### config.mk
export PLATFORM = sky130hd
export DESIGN_NAME = radix_walker
export DESIGN_NICKNAME = d
export VERILOG_FILES = /design/src/rtl/radix_walker_pkg.sv /design/src/rtl/radix_walker_dp.sv /design/src/rtl/radix_walker_ctrl.sv /design/src/rtl/radix_walker.sv
export SDC_FILE = /design/constraint.sdc
export NUM_CORES = 1
export LEC_CHECK = 0
export BUFFER_PORTS_ARGS = -buffer_cell sky130_fd_sc_hd__buf_2
export CAP_MARGIN = 20
export CORE_AREA = 2 2 237 239
export DETAILED_ROUTE_END_ITERATION = 10
export DIE_AREA = 0 0 239 241
export PLACE_DENSITY = 0.66
export REMOVE_ABC_BUFFERS = 1
export SLEW_MARGIN = 20
export SYNTH_ARGS = -nofsm -noshare
export SYNTH_HDL_FRONTEND = slang
export SYNTH_SLANG_ARGS = --single-unit
### constraint.sdc
create_clock -name clk -period 8.5 [get_ports clk]
set_clock_uncertainty 0.2 [all_clocks]
set_input_delay 1.7 -clock clk [delete_from_list [all_inputs] [get_ports clk]]
set_output_delay 1.7 -clock clk [all_outputs]
set_load 0.1 [all_outputs]
### src/rtl/radix_walker_pkg.sv
package radix_walker_pkg;
  localparam int ENT_W      = 64;
  localparam int VALID_BIT  = 63;
  localparam int LEAF_BIT   = 62;
  localparam int REF_BIT    = 8;
  localparam int CHG_BIT    = 7;
  localparam int SIZE_W     = 5;
  localparam int MIN_SIZE   = 5;
  localparam logic [ENT_W-1:0] BASE_FIELD = 64'h00FF_FFFF_FFFF_FF00;
  localparam logic [ENT_W-1:0] PAGE_FIELD = 64'h00FF_FFFF_FFFF_F000;
  localparam int FAULT_W    = 2;
  localparam int FLT_BADCFG = 0;
  localparam int FLT_NOENT  = 1;

  typedef struct packed {
    logic load;
    logic take;
    logic flagBad;
    logic flagMiss;
  } walkStrobe_t;

  typedef enum logic [2:0] {
    ST_IDLE, ST_CHECK, ST_READ, ST_UPDATE, ST_WRITE, ST_FIN
  } walkState_t;
endpackage

### src/rtl/radix_walker_dp.sv
module radix_walker_dp
  import radix_walker_pkg::*;
#(
  parameter int ADDR_W    = 64,
  parameter int LEVEL_MAX = 8,
  localparam int SPACE_W  = $clog2(ADDR_W + 1),
  localparam int LVL_W    = $clog2(LEVEL_MAX + 1)
) (
  input  logic                clk,
  input  logic                rstN,
  input  walkStrobe_t         ctl,
  input  logic [ADDR_W-1:0]   startVaddr,
  input  logic [ADDR_W-1:0]   startRoot,
  input  logic [SIZE_W-1:0]   startSize,
  input  logic [SPACE_W-1:0]  startSpace,
  input  logic                startStore,
  input  logic [ENT_W-1:0]    rdData,
  output logic [ADDR_W-1:0]   rdAddr,
  output logic                entValid,
  output logic                entLeaf,
  output logic                cfgBad,
  output logic                levelFull,
  output logic                entChanged,
  output logic [ENT_W-1:0]    wrData,
  output logic [ADDR_W-1:0]   realAddr,
  output logic [SPACE_W-1:0]  pageBits,
  output logic [ENT_W-1:0]    leafEntry,
  output logic [ADDR_W-1:0]   leafAddr,
  output logic                writeOk,
  output logic [FAULT_W-1:0]  fault
);
  logic [ADDR_W-1:0]  vaReg, baseReg, addrReg;
  logic [SIZE_W-1:0]  sizeReg;
  logic [SPACE_W-1:0] remReg;
  logic [LVL_W-1:0]   lvlReg;
  logic               storeReg;
  logic [ENT_W-1:0]   entReg;
  logic [FAULT_W-1:0] faultReg;

  logic [SPACE_W-1:0] shiftAmt;
  logic [ADDR_W-1:0]  idxMask, index, pgMask;
  logic [ENT_W-1:0]   newEnt;

  always_comb begin
    shiftAmt = remReg - SPACE_W'(sizeReg);
    idxMask  = (ADDR_W'(1) << sizeReg) - ADDR_W'(1);
    index    = (vaReg >> shiftAmt) & idxMask;
    rdAddr   = baseReg + {index[ADDR_W-4:0], 3'b000};
  end

  assign cfgBad    = (sizeReg < SIZE_W'(MIN_SIZE)) || (SPACE_W'(sizeReg) > remReg);
  assign levelFull = (lvlReg == LVL_W'(LEVEL_MAX));
  assign entValid  = rdData[VALID_BIT];
  assign entLeaf   = rdData[LEAF_BIT];

  always_comb begin
    newEnt = entReg;
    newEnt[REF_BIT] = 1'b1;
    if (storeReg) newEnt[CHG_BIT] = 1'b1;
  end
  assign entChanged = (newEnt != entReg);
  assign wrData     = newEnt;

  always_comb begin
    if (remReg >= SPACE_W'(ADDR_W)) pgMask = '1;
    else                            pgMask = (ADDR_W'(1) << remReg) - ADDR_W'(1);
    realAddr = (entReg[ADDR_W-1:0] & PAGE_FIELD[ADDR_W-1:0] & ~pgMask) | (vaReg & pgMask);
  end

  assign pageBits  = remReg;
  assign leafEntry = newEnt;
  assign leafAddr  = addrReg;
  assign writeOk   = storeReg;
  assign fault     = faultReg;

  always_ff @(posedge clk) begin
    if (!rstN) begin
      vaReg    <= '0;
      baseReg  <= '0;
      addrReg  <= '0;
      sizeReg  <= '0;
      remReg   <= '0;
      lvlReg   <= '0;
      storeReg <= 1'b0;
      entReg   <= '0;
      faultReg <= '0;
    end else begin
      if (ctl.load) begin
        vaReg    <= startVaddr;
        baseReg  <= startRoot;
        sizeReg  <= startSize;
        remReg   <= startSpace;
        storeReg <= startStore;
        lvlReg   <= '0;
        faultReg <= '0;
        entReg   <= '0;
      end
      if (ctl.take) begin
        entReg  <= rdData;
        addrReg <= rdAddr;
        remReg  <= remReg - SPACE_W'(sizeReg);
        lvlReg  <= lvlReg + LVL_W'(1);
        if (!rdData[LEAF_BIT]) begin
          sizeReg <= rdData[SIZE_W-1:0];
          baseReg <= rdData[ADDR_W-1:0] & BASE_FIELD[ADDR_W-1:0];
        end
      end
      if (ctl.flagBad)  faultReg[FLT_BADCFG] <= 1'b1;
      if (ctl.flagMiss) faultReg[FLT_NOENT]  <= 1'b1;
    end
  end

  // every accepted entry consumes width, so remaining never grows between loads
  p_rem_shrinks_r6: assert property (@(posedge clk) disable iff (!rstN)
    ctl.take |=> remReg < $past(remReg) || $past(sizeReg) == '0);

  // the level count never passes its cap
  p_level_cap_r10: assert property (@(posedge clk) disable iff (!rstN)
    lvlReg <= LVL_W'(LEVEL_MAX));
endmodule

### src/rtl/radix_walker_ctrl.sv
module radix_walker_ctrl
  import radix_walker_pkg::*;
(
  input  logic        clk,
  input  logic        rstN,
  input  logic        start,
  input  logic        entValid,
  input  logic        entLeaf,
  input  logic        cfgBad,
  input  logic        levelFull,
  input  logic        entChanged,
  input  logic        rdValid,
  input  logic        wrAck,
  output walkStrobe_t ctl,
  output logic        rdReq,
  output logic        wrEn,
  output logic        done,
  output logic        ready
);
  walkState_t state, nextState;

  always_comb begin
    nextState = state;
    ctl   = '0;
    rdReq = 1'b0;
    wrEn  = 1'b0;
    done  = 1'b0;
    ready = 1'b0;
    unique case (state)
      ST_IDLE: begin
        ready = 1'b1;
        if (start) begin
          ctl.load  = 1'b1;
          nextState = ST_CHECK;
        end
      end
      ST_CHECK: begin
        if (cfgBad || levelFull) begin
          ctl.flagBad = 1'b1;
          nextState   = ST_FIN;
        end else begin
          nextState = ST_READ;
        end
      end
      ST_READ: begin
        rdReq = 1'b1;
        if (rdValid) begin
          if (!entValid) begin
            ctl.flagMiss = 1'b1;
            nextState    = ST_FIN;
          end else begin
            ctl.take  = 1'b1;
            nextState = entLeaf ? ST_UPDATE : ST_CHECK;
          end
        end
      end
      ST_UPDATE: nextState = entChanged ? ST_WRITE : ST_FIN;
      ST_WRITE: begin
        wrEn = 1'b1;
        if (wrAck) nextState = ST_FIN;
      end
      ST_FIN: begin
        done      = 1'b1;
        nextState = ST_IDLE;
      end
      default: nextState = ST_IDLE;
    endcase
  end

  always_ff @(posedge clk) begin
    if (!rstN) state <= ST_IDLE;
    else       state <= nextState;
  end

  // once a configuration fault is raised no read follows
  p_no_read_after_bad_r2: assert property (@(posedge clk) disable iff (!rstN)
    ctl.flagBad |=> !rdReq);

  // completion is a single-cycle pulse
  p_done_pulse_r11: assert property (@(posedge clk) disable iff (!rstN)
    done |=> !done);
endmodule

### src/rtl/radix_walker.sv
module radix_walker
  import radix_walker_pkg::*;
#(
  parameter int ADDR_W    = 64,
  parameter int LEVEL_MAX = 8,
  localparam int SPACE_W  = $clog2(ADDR_W + 1)
) (
  input  logic                clk,
  input  logic                rstN,
  input  logic                start,
  output logic                ready,
  input  logic [ADDR_W-1:0]   vaddr,
  input  logic [ADDR_W-1:0]   rootBase,
  input  logic [SIZE_W-1:0]   rootSize,
  input  logic [SPACE_W-1:0]  spaceBits,
  input  logic                isStore,
  output logic                rdReq,
  output logic [ADDR_W-1:0]   rdAddr,
  input  logic                rdValid,
  input  logic [ENT_W-1:0]    rdData,
  output logic                wrEn,
  output logic [ADDR_W-1:0]   wrAddr,
  output logic [ENT_W-1:0]    wrData,
  input  logic                wrAck,
  output logic                done,
  output logic [FAULT_W-1:0]  fault,
  output logic [ADDR_W-1:0]   realAddr,
  output logic [SPACE_W-1:0]  pageBits,
  output logic [ENT_W-1:0]    leafEntry,
  output logic [ADDR_W-1:0]   leafAddr,
  output logic                writeOk
);
  walkStrobe_t ctl;
  logic entValid, entLeaf, cfgBad, levelFull, entChanged;

  radix_walker_ctrl i_ctrl (
    .clk(clk), .rstN(rstN), .start(start),
    .entValid(entValid), .entLeaf(entLeaf), .cfgBad(cfgBad),
    .levelFull(levelFull), .entChanged(entChanged),
    .rdValid(rdValid), .wrAck(wrAck),
    .ctl(ctl), .rdReq(rdReq), .wrEn(wrEn), .done(done), .ready(ready)
  );

  radix_walker_dp #(.ADDR_W(ADDR_W), .LEVEL_MAX(LEVEL_MAX)) i_dp (
    .clk(clk), .rstN(rstN), .ctl(ctl),
    .startVaddr(vaddr), .startRoot(rootBase), .startSize(rootSize),
    .startSpace(spaceBits), .startStore(isStore), .rdData(rdData),
    .rdAddr(rdAddr), .entValid(entValid), .entLeaf(entLeaf),
    .cfgBad(cfgBad), .levelFull(levelFull), .entChanged(entChanged),
    .wrData(wrData), .realAddr(realAddr), .pageBits(pageBits),
    .leafEntry(leafEntry), .leafAddr(leafAddr), .writeOk(writeOk),
    .fault(fault)
  );

  assign wrAddr = leafAddr;

  // a pending read keeps its request and address
  p_req_hold_r4: assert property (@(posedge clk) disable iff (!rstN)
    rdReq && !rdValid |=> rdReq && $stable(rdAddr));

  // one memory transaction at a time
  p_one_txn_r11: assert property (@(posedge clk) disable iff (!rstN)
    !(rdReq && wrEn));

  // causes never pile up in one walk
  p_fault_onehot_r11: assert property (@(posedge clk) disable iff (!rstN)
    $onehot0(fault));

  // any write-back carries the reference bit
  p_ref_on_write_r8: assert property (@(posedge clk) disable iff (!rstN)
    wrEn |-> wrData[REF_BIT]);

  // a clean finish presents a valid, referenced leaf
  p_leaf_ok_r8: assert property (@(posedge clk) disable iff (!rstN)
    done && fault == '0 |-> leafEntry[VALID_BIT] && leafEntry[LEAF_BIT] && leafEntry[REF_BIT]);
endmodule

== Yosys cells after proc, flatten, opt, wreduce, memory -nomap -nowiden ==
Cells that the tools add are included.
W data, S select, Z words.
Storage, ports and cells
  output and inout bits: 398
  word-level logic and storage cells: 83
  bits in registers: 278
Operators by class
  reduce and logical (&&, ||, !) cells: 7
  add/sub/neg operators: 5
  bitwise gates (word level): 5
  shift-type cells: 3
  muxes and demuxes: 39
  equality and inequality tests: 10
  $lt $le $gt $ge: 3
Operator list (count)
  $mux W64: 6
  $add A64 B64 Y64: 1
  $and A56 B64 Y64: 1
  $and A64 B64 Y64: 1
  $not A64 Y64: 1
  $or A64 B64 Y64: 1
  $shl A1 B7 Y64 const A: 1
  $shr A64 B7 Y61: 1
  $sub A64 B2 Y64 const B: 1
  $and A61 B61 Y61: 1
  $shl A1 B5 Y61 const A: 1
  $sub A61 B2 Y61 const B: 1
  $mux W1: 18
  $mux W3: 5
  $mux W5: 3
  $pmux W3 S5: 1
  $mux W7: 2
  $mux W4: 2
  $ge A7 B7 Y1 const B: 1
  $gt A5 B7 Y1: 1
  $sub A7 B5 Y7: 1
  $eq A3 B2 Y1 const B: 2
  $eq A3 B3 Y1 const B: 2
  $ne A2 B2 Y1 const B: 3
  10 further kinds: 14

== Logic depth before layout (Yosys ltp) ==
  depth after elaboration: 6
  gate-level depth with buffers: 28

== By module ==
A second synthesis with hierarchy kept.
Second synthesis, totals
  cells, all modules: 2727
  area, all modules: 22250.1 µm²
By module, submodules not included
  radix_walker_dp: instances 1, cells an instance 2628, area an instance 21474.3 µm², seq. area each 5505.3 µm²
  radix_walker: instances 1, cells an instance 64, area an instance 480.5 µm², seq. area each 0.0 µm²
  radix_walker_ctrl: instances 1, cells an instance 35, area an instance 295.3 µm², seq. area each 60.1 µm²

== Worst setup path before layout ==
Ideal clock, no wire load.
  kind: reg-to-output
  from: reg i_dp.remReg[0], in the netlist i_dp.pageBits[0]
  to: out rdAddr[48]
  cell stages (with the launch flop): 26
  arrival time: 7.347 ns
  setup slack: -0.747 ns
  data required time: 6.600 ns
  cells stage by stage: dfxtp_1 -> buf_6 -> inv_1 -> ha_1 -> inv_1 -> fa_1 -> buf_4 -> buf_2 -> buf_2 -> mux2i_1 -> mux4_2 -> nand2_1 -> a21oi_1 -> a211oi_1 -> a21oi_1 -> nor3_1 -> ha_1 -> a211oi_1 -> o21a_1 -> o21ai_2 -> a311o_1 -> a41oi_1 -> o211ai_2 -> a21oi_1 -> o21ai_0 -> xor2_1
On the way
  cells in the longest elaborated chain, start to end: 4
Ends and longest elaborated chain
  start: declaration: line radix_walker_dp.sv:34  | logic [SPACE_W-1:0] remReg;
  start signal: assignment: line radix_walker_dp.sv:92  | remReg <= startSpace;
  start signal: assignment: line radix_walker_dp.sv:101  | remReg <= remReg - SPACE_W'(sizeReg);
  $sub A7 B5 Y7: line radix_walker_dp.sv:45  | shiftAmt = remReg - SPACE_W'(sizeReg);
  $shr A64 B7 Y61: line radix_walker_dp.sv:47  | index = (vaReg >> shiftAmt) & idxMask;
  $and A61 B61 Y61: line radix_walker_dp.sv:47
  $add A64 B64 Y64: line radix_walker_dp.sv:48  | rdAddr = baseReg + {index[ADDR_W-4:0], 3'b000};
  end: declaration: line radix_walker.sv:18  | output logic [ADDR_W-1:0] rdAddr,
Every way passes these cells.

== Worst setup path after layout ==
Same ends and word-level chain as after synthesis.

==> results_dict.tcl <==
set metrics [dict create \
    worstHoldPathType "flop to flop" \
    drtPass1Iterations 8 \
    io_pins 608 \
    finalSetupTns_ns 0 \
    fp-row-count 86 \
    grt_max_degree 111 \
    finalPower_uw 6980 \
    root_buffer "clkbuf_16" \
    numPortBuffers 605 \
    gp_congestion 0.985 \
    cts-htree-levels 2 \
    max_stage_delay_ns 0.80 \
    dieHeight_um 241 \
    cpMaxStageDelayCell "fa_4" \
    syn_inst 2987 \
    period_minus_slack_ns 8.38 \
    relSlewSlack 0.310 \
    dieArea_mm2 0.0576 \
    crit_chain "inv_1 > ha_2 > inv_1 > fa_4 > buf_12 > buf_8 > mux4_2 > mux2i_2 > nand2_1 > o21ai_2 > nor2_1 > a311oi_2 > nor4_1 > ha_2 > nand4_1 > o41ai_1 > a311o_1 > a41oi_2 > buf_4 > o211ai_2 > a21oi_2 > o21ai_1 > xor2_1 > clkbuf_16" \
    tritoncts "built" \
    yosys_register_bits 278 \
    cts_hold_buf 0 \
    yosysWarnings 0 \
    wirelength_mm 91.5 \
    syn2layout_area_growth_pct 23.7 \
    clockBufferDepth 3 \
    yosysTopAreaCell "dfxtp_1" \
    slew_viol_final 0 \
    clk_pin_slew_worst_paths_ns 0.06 \
    power.leakage_uw 0.0118 \
    fmax_mhz 119 \
    dpl-instance-area_mm2 0.0249 \
    arrival_ns 6.48 \
    rsz0062_at_grt "true" \
    worst_pin_slew_ns 1.03 \
    post-dp-hpwl_mm 69.6 \
    outcome "finished clean" \
    reg2reg_slack_ns 2.14 \
    drt_drc_violations_left 0 \
    holdWs_ns 0.248 \
    numCtsBuffers 35 \
    hold_viol 0 \
    track_usage 0.299 \
    async_flop_share 0 \
    clock_latency_ns 0.57 \
    synth_most_common_cell "nand2_1" \
    synth_area_mm2 0.0218 \
    synth_area_leaders "dfxtp_1, nand2_1, a21oi_1" \
    seq_area_frac_synth 0.255 \
    synth_ff_type "dfxtp_1" \
    cap_violations 0 \
    design_area_mm2 0.0270 \
    ant_nets 0 \
    path_class "flop to output port" \
    drtIter0Drc 2250 \
    finalCritPeriodShare 0.985 \
    routedWlPerCell_um 22.6 \
    grt-ovfl-total 0 \
    cts_sinks 278 \
    design.core.area_mm2 0.0549 \
    critPathRequiredTime_ns 6.60 \
    cp-start-kind "flop" \
    synth_edf_count 0 \
    start_util 0.398 \
    syn_avg_cell_area_um2 7.30 \
    die_w_um 239 \
    synth_commonest_cells "nand2_1, a21oi_1, dfxtp_1, nor2_1, buf_4" \
    synth.distinct_cells 79 \
    via_per_inst 5.81 \
    yosys.area.top_type_share 0.255 \
    vdd_drop_max_mv 0.166 \
    grt_first_pass_wirelength_mm 132 \
    finalNetCount 3589 \
    endpoint_kind "output port" \
    p_per_area_mw_per_mm2 258 \
    worst_slack_ns 0.124 \
    antenna_found_initial 8 \
    final_layout_size_suffix_gt1_frac 0.301 \
    setup_viol 0 \
    place_ws_ns -0.0165 \
    crit_fanout 14 \
    dr_total_vias 23489 \
    grt_pass1_vias 20998 \
]
flip-flops by register name, summed over array words and instances, names as in the netlist:
register,count
i_ctrl.state,3
i_dp.baseReg,64
i_dp.entReg,64
i_dp.fault,2
i_dp.leafAddr,64
i_dp.lvlReg,4
i_dp.pageBits,7
i_dp.sizeReg,5
i_dp.vaReg,64
i_dp.writeOk,1
area by class of cell:
cell class	count	area (µm²)
clock buffer	44	971
timing repair buffer	695	4600
clock inverter	19	300
sequential	278	5570
multi-input combinational	2264	14500
antenna	6	15.0
inverter	34	135
fill	5522	27900
tap	704	881
report_power, final:
group	internal, µW	total, µW	switching (µW)	leakage (µW)
combinational	1210	3830	2620	0.00889
clock	1030	1670	644	0.000617
sequential	1370	1470	99.3	0.00226
worst max-delay path, delay by kind of cell, from the launching register on:
family | cells | cell delay (ns)
mux | 2 | 0.77
buf+inv | 6 | 0.84
fa+ha+maj | 3 | 1.42
simple gates | 4 | 0.56
flops | 1 | 0.31
xor+xnor | 1 | 0.23
compound gates | 8 | 1.76
metrics by stage:
stage	instances	util
global placement	3962	0.454
finish	4044	0.492
global route	4042	0.492
detailed placement	3963	0.454
floorplan	2576	-
CTS	4033	0.481
cells by family (layout without fill, tap and decap cells):
logic type                 count (synthesis)  count (layout)  share of synthesized area
adders and majority gates                 71              71                     0.0414
other                                      2              23                   0.000344
xor gates and xnor gates                  81              81                     0.0325
AOI/OAI and AO/OA                        786             786                      0.227
buffers and inverters                    460             792                      0.114
muxes                                    173             173                      0.109
and+or+nand+nor                         1136            1136                      0.220
DFF                                      278             278                      0.255
timing repair:
action | 4_1_cts | 5_1_grt
setup endpoints to repair | 40 | 36
cloned | 1 | 0
setup buffers | 6 | 5
pin swaps | 4 | 20
hold endpoints to repair | 0 | 0
resized for setup | 38 | 128
layer usage:
| layer | share of wire | GRT usage |
|---|---|---|
| met4 | 0.035 | 0.104 |
| met3 | 0.072 | 0.0380 |
| met1 | 0.43 | 0.406 |
| met2 | 0.47 | 0.490 |
| met5 | 0.00035 | 0 |
final timing paths:
kind | start | to | cells past startpoint
min reg2reg | i_dp.fault[1] | i_dp.fault[1] | 2
max | i_dp.pageBits[0] | rdAddr[48] | 24
max reg2reg | i_dp.pageBits[0] | i_dp.leafAddr[44] | 25
min | i_dp.fault[1] | i_dp.fault[1] | 2
cells in the final DEF, fill, tap and decap left out, drive strengths merged, types with 12 or more instances in the layout:
master	n
nor2	223
inv	36
nand2b	13
a21oi	334
mux4	46
dfxtp	278
o21a	12
and2	15
o21ai	123
nor3	55
clkbuf	46
xnor2	50
buf	691
a21o	32
o211ai	23
a2111oi	13
nand2	621
ha	69
conb	17
nand4	21
xor2	31
mux2i	77
a311oi	69
nor2b	14
mux2	50
a21boi	19
a211oi	33
a31oi	26
and3	21
o21bai	16
a22oi	16
nand3	112
Note: power is estimated with default switching activity, not from simulation.
